--- config.mk ---
export PLATFORM = sky130hd
export DESIGN_NAME = mpu_datapath
export DESIGN_NICKNAME = d
export VERILOG_FILES = /design/src/rtl/mpu_pkg.sv /design/src/rtl/mpu_datapath.sv
export SDC_FILE = /design/constraint.sdc
export NUM_CORES = 1
export LEC_CHECK = 0
export BUFFER_PORTS_ARGS = -buffer_cell sky130_fd_sc_hd__buf_2
export CELL_PAD_IN_SITES_DETAIL_PLACEMENT = 0
export CELL_PAD_IN_SITES_GLOBAL_PLACEMENT = 1
export CORE_MARGIN = 3
export CORE_UTILIZATION = 45
export CTS_CLUSTER_DIAMETER = 150
export DETAILED_ROUTE_END_ITERATION = 16
export MAX_ROUTING_LAYER = met4
export PLACE_DENSITY = 0.77
export SLEW_MARGIN = 10
export SYNTH_ARGS = -nofsm -noshare
export SYNTH_HDL_FRONTEND = slang
export SYNTH_SLANG_ARGS = --single-unit
export TNS_END_PERCENT = 50
--- constraint.sdc ---
create_clock -name clk -period 4 [get_ports clk]
set_input_delay 0.2 -clock clk [delete_from_list [all_inputs] [get_ports clk]]
set_output_delay 0.2 -clock clk [all_outputs]
set_load 0.02 [all_outputs]
--- src/rtl/mpu_pkg.sv ---
package mpu_pkg;

  localparam int ATTR_W     = 32;
  localparam int EN_BIT     = 31;
  localparam int XN_BIT     = 28;
  localparam int AP_LSB     = 21;
  localparam int SHARE_BIT  = 18;
  localparam int CACHE_BIT  = 16;
  localparam int MIN_EXP    = 5;

  typedef enum logic [1:0] {
    ACC_READ  = 2'd0,
    ACC_WRITE = 2'd1,
    ACC_FETCH = 2'd2
  } accKind_e;

  typedef enum logic [1:0] {
    CFG_BASE = 2'd0,
    CFG_ATTR = 2'd1,
    CFG_CTRL = 2'd2,
    CFG_FCLR = 2'd3
  } cfgKind_e;

  typedef struct packed {
    logic baseWr;
    logic attrWr;
    logic ctrlWr;
    logic faultClr;
    logic rspLoad;
    logic allow;
    logic faultSet;
  } ctlStrobe_t;

  function automatic logic permOk(input logic [2:0] ap, input logic priv,
                                  input logic isWrite);
    case (ap)
      3'd1:    return priv;
      3'd2:    return priv | ~isWrite;
      3'd3:    return 1'b1;
      3'd5:    return priv & ~isWrite;
      default: return 1'b0;
    endcase
  endfunction

endpackage

--- src/rtl/mpu_datapath.sv ---
module mpu_datapath
  import mpu_pkg::*;
#(
  parameter int NUM_REGIONS = 8,
  parameter int ADDR_W      = 32,
  parameter int IDX_W       = $clog2(NUM_REGIONS)
) (
  input  logic              clk,
  input  logic              rstN,
  input  ctlStrobe_t        strb,
  input  logic [IDX_W-1:0]  cfgRegion,
  input  logic [ATTR_W-1:0] cfgData,
  input  logic [ADDR_W-1:0] accAddr,
  output logic              globalEn,
  output logic              effHit,
  output logic [2:0]        winAp,
  output logic              winXn,
  output logic              rspValid,
  output logic              rspAllow,
  output logic              rspHit,
  output logic [IDX_W-1:0]  rspRegion,
  output logic              rspCacheable,
  output logic              rspShareable,
  output logic              faultPulse,
  output logic              faultValid,
  output logic [ADDR_W-1:0] faultAddr
);

  logic [ADDR_W-1:0]      baseQ [NUM_REGIONS];
  logic [ATTR_W-1:0]      attrQ [NUM_REGIONS];
  logic [NUM_REGIONS-1:0] rgnMatch;
  logic                   winHitRaw;
  logic [IDX_W-1:0]       winIdx;
  logic [ATTR_W-1:0]      winAttr;

  for (genvar g = 0; g < NUM_REGIONS; g++) begin : g_rgn
    logic [6:0]        expo;
    logic [ADDR_W-1:0] mask;
    always_comb begin
      expo = {1'b0, attrQ[g][5:0]} + 7'd1;
      if (expo < 7'(MIN_EXP)) expo = 7'(MIN_EXP);
      mask = {ADDR_W{1'b1}} << expo;
      rgnMatch[g] = attrQ[g][EN_BIT] && (((accAddr ^ baseQ[g]) & mask) == '0);
    end
  end

  always_comb begin
    winHitRaw = 1'b0;
    winIdx    = '0;
    for (int i = 0; i < NUM_REGIONS; i++) begin
      if (rgnMatch[i]) begin
        winHitRaw = 1'b1;
        winIdx    = IDX_W'(i);
      end
    end
  end

  assign winAttr = attrQ[winIdx];
  assign effHit  = winHitRaw && globalEn;
  assign winAp   = winAttr[AP_LSB +: 3];
  assign winXn   = winAttr[XN_BIT];

  always_ff @(posedge clk) begin
    if (!rstN) begin
      for (int i = 0; i < NUM_REGIONS; i++) begin
        baseQ[i] <= '0;
        attrQ[i] <= '0;
      end
      globalEn <= 1'b0;
    end else begin
      if (strb.baseWr) baseQ[cfgRegion] <= cfgData[ADDR_W-1:0];
      if (strb.attrWr) attrQ[cfgRegion] <= cfgData;
      if (strb.ctrlWr) globalEn <= cfgData[0];
    end
  end

  always_ff @(posedge clk) begin
    if (!rstN) begin
      rspValid     <= 1'b0;
      rspAllow     <= 1'b0;
      rspHit       <= 1'b0;
      rspRegion    <= '0;
      rspCacheable <= 1'b0;
      rspShareable <= 1'b0;
      faultPulse   <= 1'b0;
      faultValid   <= 1'b0;
      faultAddr    <= '0;
    end else begin
      rspValid   <= strb.rspLoad;
      faultPulse <= strb.faultSet;
      if (strb.rspLoad) begin
        rspAllow     <= strb.allow;
        rspHit       <= effHit;
        rspRegion    <= effHit ? winIdx : '0;
        rspCacheable <= effHit && winAttr[CACHE_BIT];
        rspShareable <= effHit && winAttr[SHARE_BIT];
      end
      if (strb.faultSet) begin
        faultValid <= 1'b1;
        faultAddr  <= accAddr;
      end else if (strb.faultClr) begin
        faultValid <= 1'b0;
      end
    end
  end

  AST_FAULT_IS_DENY: assert property (@(posedge clk) disable iff (!rstN)
    faultPulse |-> rspValid && !rspAllow && faultValid);

  AST_FAULT_STICKY: assert property (@(posedge clk) disable iff (!rstN)
    faultValid && !strb.faultClr |=> faultValid);

  AST_DISABLED_ALLOW: assert property (@(posedge clk) disable iff (!rstN)
    rspValid && !$past(globalEn) |-> rspAllow && !rspHit);

  AST_MISS_NO_ATTR: assert property (@(posedge clk) disable iff (!rstN)
    rspValid && !rspHit |-> (rspRegion == '0) && !rspCacheable && !rspShareable);

endmodule

==> results.ini <==
[timing]
setup_viol = 6
worstMarginPinSlew_ps = 1229
min_period_ps = 4671
slew_violations = 0
setup-tns-final_ps = -2893
finalWorstSetupSlack_ps = -670.6
hold_viol = 0
rsz0062_at_grt = yes
max_freq_ghz = 0.2141
skew_ps = 25.08
maxSlewHeadroom = 0.1779
period_share = 1.168

[critical_path]
worst_ep_required_time_ps = 3800
reg2reg_from = attrQ[5][1]
path_class = register to output pin
cp.arrival_ps = 4470
critPathTopFamily = compound AO/OA/AOI/OAI gates
max_stage_delay_ps = 430
crit_slowest_cell = edfxtp_1
path_max_fanout = 7
path_buf_inv = 3
end_kind = output pin
worstSetupStartpoint = attrQ[5][1]
worstPathCellList = ha_4, a311oi_2, a21oi_2, a211o_4, a41o_1, nor4_2, nand4_1, o32ai_2, buf_4, a211oi_4, nor2_4, buf_12, mux2i_4, mux2i_1, mux2_2, buf_6
startpoint_type = register

[synthesis]
yosysTopAreaCellShare = 0.4496
syn_nets = 2369
yosys.cell_count.top_type = and2_1
ys_seq_elements = 400
synth_area_um2 = 23840
synth-edff-count = 357
synthTopCellsByArea = edfxtp_1 (45%), and2_1 (10%), xnor2_1 (5.7%), xor2_1 (5.1%), dfxtp_1 (3.6%)
yosys-top-cells-count = and2_1 (380), edfxtp_1 (357), xnor2_1 (154), xor2_1 (140), clkbuf_1 (120)
yosys.cell_types.count = 92
synth_ff_type = edfxtp_1
syn_inst = 2285
synth_largest_area_cell = edfxtp_1
synthArstFlopShare = 0
yosysWarnings = 0
post_synth.cell_area_avg_um2 = 10.43
yosysSeqAreaShare = 0.4857

[cts]
htree_levels = 2
cts_sinks = 400
path_clk_slew_ps = 60
cts-buffers-inserted = 46
tritoncts = built
cts.path.max_buffers = 3
cts-root-buf = clkbuf_16
insertion_delay_ps = 610

[outcome]
failed_checks = setup timing
status = finished, violations left

[die]
die_area_um2 = 55780
core_area_um2 = 51820
rows = 83
fp.dieH_um = 236.2
start_util = 0.4601
die_w_um = 236.2
ios = 124

[job]
maxCapViolations = 0

[global_routing]
grt_max_degree = 59
grt_remaining_overflow = 0
antenna_found_initial = 8
grt_pass1_vias = 18149
grt_usage = 0.3245
grt_pass1_wl_mm = 128.7

[drt]
routed_wl_mm = 90.26
drc = 0
vias_per_cell = 6.041
dr.pass1.iters = 5
first_iter_violations = 2637
avgRoutedWirePerCell_um = 27.96
vias = 19500
ant_nets = 0

[placement]
hpwlAfterDp_mm = 62.57
dpl.cell_count = 3110
gp_congestion = 0.9829
port_buffers = 123

[cells_and_area]
drive_above_1_share = 0.1953
nets = 2588
finalNonFillerCells = 3228
syn_to_final_growth_pct = 18.36

[pwr]
vdd_drop_max_mv = 0.3679
p_leak_uw = 0.01058
powerDensity_nw_per_um2 = 413.8

[worst_hold_path]
min_from = accAddr[7]
hold_class = primary input to register

kinds of logic (layout without fill, tap and decap cells):
| logic type | count (synthesis) | in the layout | synth area share |
|---|---|---|---|
| other | 0 | 8 | 0 |
| AND/OR/NAND/NOR | 862 | 862 | 0.2051 |
| XOR/XNOR | 295 | 295 | 0.1087 |
| adder cells (fa/ha/maj) | 9 | 9 | 0.004618 |
| buffers and inverters | 189 | 444 | 0.03390 |
| AO/OA/AOI/OAI | 457 | 457 | 0.1310 |
| flip-flops | 400 | 400 | 0.4857 |
| multiplexers | 73 | 73 | 0.03101 |
registers in the layout (all words and copies together), names as in the netlist:
register,cells
attrQ,104
baseQ,253
faultAddr,32
faultPulse,1
faultValid,1
globalEn,1
rspAllow,1
rspCacheable,1
rspHit,1
rspRegion,3
rspShareable,1
rspValid,1
metrics by stage:
| stage | hold WS (ps) | cell area [µm²] | setup slack, ps | power, µW | util |
|---|---|---|---|---|---|
| 3_3_place_gp | 461.4 | 26050 | -136.7 | 7256 | 0.5028 |
| 6_report | 28.18 | 28220 | -670.6 | 11680 | 0.5446 |
| 5_1_grt | 82.99 | 28200 | -828.6 | 12030 | 0.5442 |
| 2_1_floorplan | 344.3 | 23840 | 229.1 | 6349 | - |
| 3_5_place_dp | 471.0 | 26050 | -59.90 | 7266 | 0.5028 |
| 4_1_cts | 6.046 | 28110 | -527.5 | 11660 | 0.5424 |
tightest hold or removal path: cells and delay by family:
kind / cells / cell delay (ps)
buffers and inverters: 1 / 180
multiplexers: 1 / 150
AND/OR/NAND/NOR: 1 / 60
power breakdown:
part           total, µW  switching (µW)  internal (µW)  leakage [µW]
Combinational       2410            1480            938       0.00607
Sequential          4970             156           4810       0.00378
Clock               4300            1800           2500      0.000735
Total              11700            3430           8250        0.0106
metal layers:
| metal | global-route usage | vias to the layer above | routed length, µm |
|---|---|---|---|
| met3 | 0.03461 | 193 | 7829 |
| met2 | 0.4734 | 1003 | 39530 |
| met4 | 0.1341 | 0 | 4166 |
| li1 | - | 8651 | - |
| met1 | 0.4629 | 9653 | 38740 |
| met5 | - | - | 0 |
cell usage in the layout (no fill, tap or decap), drive strengths merged, types with 9 or more instances in the layout:
cell type	count
nand3	55
nor3	26
nand4	21
o22ai	19
clkbuf	62
o32ai	9
nand2	113
o21ai	97
xor2	140
o21a	15
inv	30
a21boi	16
nor2	93
and3	16
dfxtp	43
nand2b	35
nor4	12
buf	330
a31oi	27
o211ai	20
edfxtp	357
a211oi	18
nor2b	55
a21oi	99
xnor2	155
nand3b	12
clkinv	12
o221ai	9
and2	380
a311oi	9
o31ai	9
mux2i	66
worst paths after layout:
path                                      to  slack, ps  cells after the start
worst max-delay path                winAp[2]       -670                     16
worst min register to register  rspRegion[1]        480                      2
worst min-delay path            faultAddr[7]         30                      3
worst max register to register  rspCacheable        -90                     17
area by class of cell:
cell class                 count  area (µm²)
fill                        4583       23600
multi-input combinational   1696       11860
sequential                   400       11580
timing repair buffer         333        2301
clock buffer                  62        1272
tap                          680       850.8
clock inverter                22       239.0
inverter                      27       101.3
antenna                        8       20.02
what timing repair did:
action / 4_1_cts / 5_1_grt
setup endpoints to repair: 6 / 8
resized for setup: 76 / 20
setup buffers: 15 / 8
pin swaps: 18 / 11
hold endpoints to repair: 3 / 0
gates cloned: 2 / 0
hold buffers: 3 / 0
No activity file was read; power rests on OpenSTA's default activity.
